## config.mk

```make
export PLATFORM = sky130hd
export DESIGN_NAME = dfetch_top
export DESIGN_NICKNAME = d
export VERILOG_FILES = /design/src/rtl/dfetch_pkg.sv /design/src/rtl/dfetch_ctrl.sv /design/src/rtl/dfetch_datapath.sv /design/src/rtl/dfetch_top.sv
export SDC_FILE = /design/constraint.sdc
export NUM_CORES = 2
export LEC_CHECK = 0
export CAP_MARGIN = 20
export CORE_MARGIN = 5
export CORE_UTILIZATION = 35
export CTS_CLUSTER_SIZE = 30
export DETAILED_ROUTE_END_ITERATION = 7
export PLACE_DENSITY = 0.63
export SLEW_MARGIN = 10
export SYNTH_ARGS = -nofsm -noshare
export SYNTH_HDL_FRONTEND = slang
export SYNTH_SLANG_ARGS = --single-unit
```

## constraint.sdc

```tcl
create_clock -name clk -period 3.9 [get_ports clk]
set_clock_uncertainty 0.05 [all_clocks]
set_input_delay 0.78 -clock clk [delete_from_list [all_inputs] [get_ports clk]]
set_output_delay 0.78 -clock clk [all_outputs]
set_load 0.02 [all_outputs]
```

## src/rtl/dfetch_pkg.sv

```systemverilog
package dfetch_pkg;
  localparam int unsigned MAX_BURST = 16;
  localparam int unsigned BLEN_W    = $clog2(MAX_BURST) + 1;

  localparam logic [7:0] OFS_CTRL = 8'h30;
  localparam logic [7:0] OFS_STAT = 8'h34;
  localparam logic [7:0] OFS_HEAD = 8'h40;
  localparam logic [7:0] OFS_SRC  = 8'h44;
  localparam logic [7:0] OFS_FID  = 8'h48;
  localparam logic [7:0] OFS_CMD  = 8'h4C;

  localparam int unsigned CTRL_RUN  = 3;
  localparam int unsigned CTRL_UIRQ = 11;
  localparam int unsigned CTRL_UDET = 26;
  localparam int unsigned CTRL_BLO  = 28;
  localparam int unsigned CMD_SOF   = 31;
  localparam int unsigned CMD_EOF   = 30;

  // word order inside a descriptor is fixed by the memory layout
  typedef enum logic [1:0] {W_LINK, W_SRC, W_FID, W_CMD} descWord_e;

  typedef struct packed {
    logic      capture;
    descWord_e word;
    logic      push;
    logic      markSof;
    logic      markEof;
    logic      advance;
  } fetchStrobes_t;
endpackage

```

## src/rtl/dfetch_ctrl.sv

```systemverilog
module dfetch_ctrl
  import dfetch_pkg::*;
#(
  parameter int unsigned FIFO_DEPTH = 32,
  parameter int unsigned LEN_W      = 24,
  localparam int unsigned CNT_W     = $clog2(FIFO_DEPTH) + 1
) (
  input  logic                 clk,
  input  logic                 rstN,
  input  logic                 run,
  input  logic [1:0]           burstSel,
  input  logic [31:0]          headPtr,
  input  logic [31:0]          srcAddr,
  input  logic [LEN_W-1:0]     cmdLen,
  input  logic                 cmdSof,
  input  logic                 cmdEof,
  input  logic [CNT_W-1:0]     fifoFree,
  input  logic                 memReqReady,
  input  logic                 memRspValid,
  output logic                 memReqValid,
  output logic [31:0]          memReqAddr,
  output logic [BLEN_W-1:0]    memReqLen,
  output fetchStrobes_t        strobes
);
  typedef enum logic [2:0] {S_IDLE, S_DREQ, S_DRSP, S_SETUP, S_BREQ, S_BRSP, S_DONE} state_e;

  state_e            state;
  logic [1:0]        wordIdx;
  logic [LEN_W-1:0]  remain;
  logic [31:0]       curAddr;
  logic [BLEN_W-1:0] rspLeft;
  logic [BLEN_W-1:0] fullLen;
  logic [BLEN_W-1:0] chunkLen;
  logic              room;

  always_comb begin
    case (burstSel)
      2'd0:    fullLen = BLEN_W'(4);
      2'd1:    fullLen = BLEN_W'(8);
      default: fullLen = BLEN_W'(MAX_BURST);
    endcase
    chunkLen = (remain < LEN_W'(fullLen)) ? BLEN_W'(remain) : fullLen;
    room     = int'(fifoFree) >= int'(fullLen);
  end

  always_comb begin
    memReqValid = 1'b0;
    memReqAddr  = headPtr;
    memReqLen   = BLEN_W'(4);
    if (state == S_DREQ) begin
      memReqValid = 1'b1;
    end else if (state == S_BREQ) begin
      memReqValid = room;
      memReqAddr  = curAddr;
      memReqLen   = chunkLen;
    end
  end

  always_comb begin
    strobes         = '0;
    strobes.word    = descWord_e'(wordIdx);
    strobes.capture = (state == S_DRSP) && memRspValid;
    strobes.push    = (state == S_BRSP) && memRspValid;
    strobes.markSof = (state == S_SETUP) && cmdSof;
    strobes.markEof = (state == S_DONE) && cmdEof;
    strobes.advance = (state == S_DONE);
  end

  always_ff @(posedge clk or negedge rstN) begin
    if (!rstN) begin
      state   <= S_IDLE;
      wordIdx <= '0;
      remain  <= '0;
      curAddr <= '0;
      rspLeft <= '0;
    end else begin
      case (state)
        S_IDLE: if (run) state <= S_DREQ;
        S_DREQ: if (memReqReady) begin
          state   <= S_DRSP;
          wordIdx <= '0;
        end
        S_DRSP: if (memRspValid) begin
          wordIdx <= wordIdx + 2'd1;
          if (wordIdx == 2'd3) state <= S_SETUP;
        end
        S_SETUP: begin
          remain  <= cmdLen;
          curAddr <= srcAddr;
          state   <= (cmdLen == '0) ? S_DONE : S_BREQ;
        end
        S_BREQ: if (room && memReqReady) begin
          remain  <= remain - LEN_W'(chunkLen);
          curAddr <= curAddr + (32'(chunkLen) << 2);
          rspLeft <= chunkLen;
          state   <= S_BRSP;
        end
        S_BRSP: if (memRspValid) begin
          rspLeft <= rspLeft - BLEN_W'(1);
          if (rspLeft == BLEN_W'(1)) state <= (remain == '0) ? S_DONE : S_BREQ;
        end
        S_DONE:  state <= run ? S_DREQ : S_IDLE;
        default: state <= S_IDLE;
      endcase
    end
  end
endmodule

```

## src/rtl/dfetch_datapath.sv

```systemverilog
module dfetch_datapath
  import dfetch_pkg::*;
#(
  parameter int unsigned FIFO_DEPTH = 32,
  parameter int unsigned LEN_W      = 24,
  localparam int unsigned PTR_W     = $clog2(FIFO_DEPTH),
  localparam int unsigned CNT_W     = PTR_W + 1
) (
  input  logic             clk,
  input  logic             rstN,
  input  logic             regWrEn,
  input  logic [7:0]       regAddr,
  input  logic [31:0]      regWrData,
  output logic [31:0]      regRdData,
  input  fetchStrobes_t    strobes,
  input  logic [31:0]      memRspData,
  input  logic             pixDe,
  output logic [31:0]      pixData,
  output logic             irq,
  output logic             run,
  output logic [1:0]       burstSel,
  output logic [31:0]      headPtr,
  output logic [31:0]      srcAddr,
  output logic [LEN_W-1:0] cmdLen,
  output logic             cmdSof,
  output logic             cmdEof,
  output logic [CNT_W-1:0] fifoFree
);
  logic        ctrlRun, ctrlUdet, ctrlUirq;
  logic [1:0]  ctrlBurst;
  logic [31:0] headReg;
  logic [2:0]  statReg, statNext;   // {eof, sof, underrun}
  logic [31:0] descWords [4];

  logic [31:0]      fifoMem [FIFO_DEPTH];
  logic [PTR_W-1:0] wrPtr, rdPtr;
  logic [CNT_W-1:0] count;
  logic             empty, doPop, underHit;

  assign empty    = (count == '0);
  assign doPop    = pixDe && !empty;
  assign underHit = pixDe && empty && ctrlUdet;
  assign pixData  = doPop ? fifoMem[rdPtr] : '0;
  assign fifoFree = CNT_W'(FIFO_DEPTH) - count;

  // one capture register per descriptor word
  for (genvar w = 0; w < 4; w++) begin : g_desc
    always_ff @(posedge clk or negedge rstN) begin
      if (!rstN) descWords[w] <= '0;
      else if (strobes.capture && (strobes.word == descWord_e'(w))) descWords[w] <= memRspData;
    end
  end

  always_comb begin
    statNext = statReg;
    if (regWrEn && regAddr == OFS_STAT) statNext = statNext & regWrData[2:0];
    if (underHit)        statNext[0] = 1'b1;
    if (strobes.markSof) statNext[1] = 1'b1;
    if (strobes.markEof) statNext[2] = 1'b1;
  end

  always_ff @(posedge clk or negedge rstN) begin
    if (!rstN) begin
      ctrlRun   <= 1'b0;
      ctrlUdet  <= 1'b0;
      ctrlUirq  <= 1'b0;
      ctrlBurst <= '0;
      headReg   <= '0;
      statReg   <= '0;
    end else begin
      if (regWrEn && regAddr == OFS_CTRL) begin
        ctrlRun   <= regWrData[CTRL_RUN];
        ctrlUdet  <= regWrData[CTRL_UDET];
        ctrlUirq  <= regWrData[CTRL_UIRQ];
        ctrlBurst <= regWrData[CTRL_BLO +: 2];
      end
      if (regWrEn && regAddr == OFS_HEAD) headReg <= regWrData;
      else if (strobes.advance)           headReg <= descWords[W_LINK];
      statReg <= statNext;
    end
  end

  always_ff @(posedge clk or negedge rstN) begin
    if (!rstN) begin
      wrPtr <= '0;
      rdPtr <= '0;
      count <= '0;
    end else begin
      if (strobes.push) wrPtr <= wrPtr + PTR_W'(1);
      if (doPop)        rdPtr <= rdPtr + PTR_W'(1);
      case ({strobes.push, doPop})
        2'b10:   count <= count + CNT_W'(1);
        2'b01:   count <= count - CNT_W'(1);
        default: count <= count;
      endcase
    end
  end

  always_ff @(posedge clk) begin
    if (strobes.push) fifoMem[wrPtr] <= memRspData;
  end

  always_comb begin
    regRdData = '0;
    case (regAddr)
      OFS_CTRL: begin
        regRdData[CTRL_RUN]       = ctrlRun;
        regRdData[CTRL_UDET]      = ctrlUdet;
        regRdData[CTRL_UIRQ]      = ctrlUirq;
        regRdData[CTRL_BLO +: 2]  = ctrlBurst;
      end
      OFS_STAT: regRdData = {29'd0, statReg};
      OFS_HEAD: regRdData = headReg;
      OFS_SRC:  regRdData = descWords[W_SRC];
      OFS_FID:  regRdData = descWords[W_FID];
      OFS_CMD:  regRdData = descWords[W_CMD];
      default:  regRdData = '0;
    endcase
  end

  assign irq      = statReg[1] | statReg[2] | (statReg[0] & ctrlUirq);
  assign run      = ctrlRun;
  assign burstSel = ctrlBurst;
  assign headPtr  = headReg;
  assign srcAddr  = descWords[W_SRC];
  assign cmdLen   = descWords[W_CMD][LEN_W-1:0];
  assign cmdSof   = descWords[W_CMD][CMD_SOF];
  assign cmdEof   = descWords[W_CMD][CMD_EOF];
endmodule

```

## src/rtl/dfetch_top.sv

```systemverilog
module dfetch_top
  import dfetch_pkg::*;
#(
  parameter int unsigned FIFO_DEPTH = 32,
  parameter int unsigned LEN_W      = 24,
  localparam int unsigned CNT_W     = $clog2(FIFO_DEPTH) + 1
) (
  input  logic              clk,
  input  logic              rstN,
  input  logic              regWrEn,
  input  logic [7:0]        regAddr,
  input  logic [31:0]       regWrData,
  output logic [31:0]       regRdData,
  output logic              memReqValid,
  input  logic              memReqReady,
  output logic [31:0]       memReqAddr,
  output logic [BLEN_W-1:0] memReqLen,
  input  logic              memRspValid,
  input  logic [31:0]       memRspData,
  input  logic              pixDe,
  output logic [31:0]       pixData,
  output logic              irq
);
  fetchStrobes_t    strobes;
  logic             run, cmdSof, cmdEof;
  logic [1:0]       burstSel;
  logic [31:0]      headPtr, srcAddr;
  logic [LEN_W-1:0] cmdLen;
  logic [CNT_W-1:0] fifoFree;

  dfetch_ctrl #(.FIFO_DEPTH(FIFO_DEPTH), .LEN_W(LEN_W)) u_ctrl (
    .clk(clk), .rstN(rstN), .run(run), .burstSel(burstSel), .headPtr(headPtr),
    .srcAddr(srcAddr), .cmdLen(cmdLen), .cmdSof(cmdSof), .cmdEof(cmdEof),
    .fifoFree(fifoFree), .memReqReady(memReqReady), .memRspValid(memRspValid),
    .memReqValid(memReqValid), .memReqAddr(memReqAddr), .memReqLen(memReqLen),
    .strobes(strobes)
  );

  dfetch_datapath #(.FIFO_DEPTH(FIFO_DEPTH), .LEN_W(LEN_W)) u_dp (
    .clk(clk), .rstN(rstN), .regWrEn(regWrEn), .regAddr(regAddr),
    .regWrData(regWrData), .regRdData(regRdData), .strobes(strobes),
    .memRspData(memRspData), .pixDe(pixDe), .pixData(pixData), .irq(irq),
    .run(run), .burstSel(burstSel), .headPtr(headPtr), .srcAddr(srcAddr),
    .cmdLen(cmdLen), .cmdSof(cmdSof), .cmdEof(cmdEof), .fifoFree(fifoFree)
  );
endmodule

```

==> metrics.md <==
| Metric | Value |
|---|---|
| Status | `finished with violations` |
| Net Sw Frac | `0.312` |
| Post-Place Worst Slack | `-0.0176 ns` |
| Global Route met1 Usage | `0.268` |
| VDD IR-drop max | `0.498 mV` |
| Top cell type's share of synthesized area | `0.589` |
| Die Width | `396 microns` |
| Layout cell share with drive strength beyond 1 | `0.319` |
| Fin. Hold Viols | `0` |
| Post-DP HPWL | `96000 microns` |
| First-pass GRT wire length | `217000 microns` |
| Max Clock Freq | `244 MHz` |
| Num ports | `181` |
| CP max FO | `7` |
| RSZ-0062 raised after global routing | `yes` |
| Hold Crit Class | `flip-flop to flip-flop` |
| Post-DR wirelength/cell | `28.8 microns` |
| Clock Pin Slew Worst Setup and Hold Paths | `0.07 ns` |
| Post-Syn Nets | `2961` |
| Post-synth top flop | `edfxtp_1` |
| GR Util All Layers | `0.190` |
| Syn Area/Cell | `18.3 sq um` |
| Nets@finish | `3354` |
| CTS Sinks | `1274` |
| GR Util met3 | `0.0369` |
| Layout area overhead | `22.6%` |
| Setup slack, reg-to-reg | `0.10 ns` |
| PortBufs | `180` |
| Routed WL | `152000 microns` |
| CTS tree | `built` |
| Initial core utilization | `0.353` |
| Fin crit period | `4.10 ns` |
| Clk pwr share | `0.278` |
| Clk_lat worst skew | `0.76 ns` |
| # setup viols final | `30` |
| Most used routing layer | `met2` |
| Setup TNS | `-4.16 ns` |
| Slew headroom | `0.314` |
| CP Launch Type | `flip-flop` |
| Antenna violations before repair | `10` |
| EDFF count, synth | `1024` |
| ANT nets after route | `0` |
| DR vias | `29800` |
| Sequential power share | `0.378` |
| M2 GR Usage | `0.309` |
| Slew Limit Fails | `0` |
| Multi-input gate area | `15000 sq um` |
| Fillers | `12700` |
| Critical path class | `flip-flop to primary output` |
| FF/Latch Area | `37000 sq um` |
| Routability congestion estimate | `0.870` |
| Leakage power | `22.5 nW` |
| Max Root-Sink Buffers | `3` |
| Syn Inst Count | `2851` |
| Failing checks | `negative setup slack` |
| Vias in the first global route | `29600` |
| Initial drt markers | `3628` |
| Via/cell ratio | `5.64` |
| Most frequent cells in the layout | `1024 x edfxtp_1, 320 x mux4_2, 245 x dfrtp_1` |
| Synth unique cells | `72` |
| Area leader, netlist | `edfxtp_1` |
| Largest net degree at the start of global routing | `71` |
| Final Util | `0.432` |
| FP Rows | `141` |
| Die height | `396 microns` |
| Comb pwr share | `0.345` |
| Drt drc | `0` |
| Worst setup EP type | `primary output` |
| Tot Pwr | `45.5 mW` |
| Register area share after synthesis | `0.709` |
| P_int | `31.3 mW` |
| Clk Tree Root Cell | `clkbuf_16` |
| Yosys reg bits | `1274` |
| PnR worst setup slack | `-0.197 ns` |
| Critical Path RT | `3.07 ns` |
| Slew @ Worst Pin | `1.03 ns` |
| Crit path DAT | `3.27 ns` |
| CTS buffer count | `121` |
| Post-synth ARST share | `0.196` |
| Mapped cell area | `52200 sq um` |
| Maxcap violations | `0` |
| Top cells by area, synth | `edfxtp_1 59%, mux4_2 14%, dfrtp_1 12%, mux2_2 2.9%, nand2_1 1.2%` |
| CTS H-Tree Depth | `3` |
| TritonRoute pass-1 iters | `8` |
| Gr ovfl total | `0` |
| Synth Warn # | `0` |
| Switching pwr | `14.2 mW` |
| Core Box Area | `148000 sq um` |
| Die Area | `157000 sq um` |
| Most common cell after layout, fill and taps aside | `edfxtp_1` |
| Tcrit/Tclk final | `1.05` |
| P per Cell Area | `711 nW/um^2` |
## what timing repair did
action	4_1_cts	5_1_grt
pin swaps	22	23
gates resized for setup	194	62
setup buffers	29	12
hold buffers	1	0
endpoints found under the hold margin	54	0
gates cloned	13	6
endpoints found under the setup margin	50	107
## cell usage after synthesis (11+ instances only)
master	count
edfxtp_1	1024
mux4_2	320
dfrtp_1	250
nand2_1	171
nor2_1	146
mux2_2	135
clkbuf_1	117
a21oi_1	83
mux2i_1	58
o21ai_0	58
a22o_1	39
buf_2	37
a221oi_1	33
ha_1	30
nand3_1	30
inv_1	27
o22ai_1	26
nor3_1	24
nand4_1	20
buf_1	19
nor4_1	17
a211oi_1	13
xnor2_1	12
and2_1	11
## sequential cells by signal, indices dropped and copies added (netlist names)
name,flops
u_dp.ctrlUirq,1
u_ctrl.rspLeft,5
u_dp.fifoMem,1024
u_dp.cmdEof,1
u_dp.cmdSof,1
u_ctrl.state,3
u_dp.run,1
u_dp.wrPtr,5
u_dp.srcAddr,32
u_dp.rdPtr,5
u_dp.ctrlUdet,1
u_ctrl.remain,24
u_dp.burstSel,2
u_dp.cmdLen,24
u_dp.count,6
u_dp.descWords,70
u_dp.statReg,3
u_dp.headPtr,32
u_ctrl.curAddr,32
u_ctrl.wordIdx,2
## per-layer routing
layer	part of all wire	wire length [microns]	vias up
met5	0	0	-
met4	0.023	3560	0
met3	0.085	12900	228
met2	0.48	73200	1419
met1	0.41	62300	15800
li1	-	-	12400
## power groups by stage
stage          logic, mW  registers [mW]  clock network (mW)
2_1_floorplan       8.97            16.7                   0
3_3_place_gp        13.8            17.4                   0
3_5_place_dp        13.9            17.4                   0
4_1_cts             15.5            17.1                12.8
5_1_grt             16.7            17.3                13.4
6_report            15.7            17.2                12.6
## final cells by class
type / count / share of cell area
clock inverter: 70 / 0.0162
antenna: 3 / 0.000117
tap: 1930 / 0.0377
multi-input combinational: 1374 / 0.234
inverter: 27 / 0.00158
sequential: 1274 / 0.579
timing repair buffer: 446 / 0.0813
clock buffer: 152 / 0.0506
## final timing paths
path                              startpoint                end  cells after the start
setup / recovery               u_dp.rdPtr[0]        pixData[25]                      8
hold / removal             u_ctrl.curAddr[0]  u_ctrl.curAddr[0]                      2
setup reg to reg            u_dp.burstSel[1]  u_ctrl.remain[23]                     16
hold reg to reg            u_ctrl.curAddr[0]  u_ctrl.curAddr[0]                      2
max in group asynchronous               rstN     u_dp.cmdLen[5]                      3
min in group asynchronous               rstN   u_dp.headPtr[22]                      2
## kinds of logic (layout without fill, tap and decap cells)
group | after synthesis | in the layout | synth area share
flops | 1274 | 1274 | 0.709
buf+inv | 203 | 695 | 0.0157
other cells | 1 | 4 | 0.0000719
mux | 513 | 513 | 0.178
compound gates | 338 | 338 | 0.0445
xor+xnor | 18 | 18 | 0.00302
fa+ha+maj | 32 | 32 | 0.00796
simple gates | 472 | 472 | 0.0412
## worst max-delay path, cell delays in order, from the launching register on
cell     delay [ns]
dfrtp_4        0.51
buf_12         0.16
buf_12         0.13
buf_12         0.13
buf_16         0.15
mux4_2         0.45
mux4_2         0.54
a22o_4         0.28
buf_6          0.14
## metrics by stage
step	cell area [sq um]	instances	hold WS [ns]
after global routing	64000	5273	0.464
after floorplan	52200	2851	0.396
final	64000	5276	0.436
after CTS	63600	5259	0.437
after detailed placement	58200	4996	0.419
after global placement	58200	4996	0.409
No activity file was read; power rests on OpenSTA's default activity.
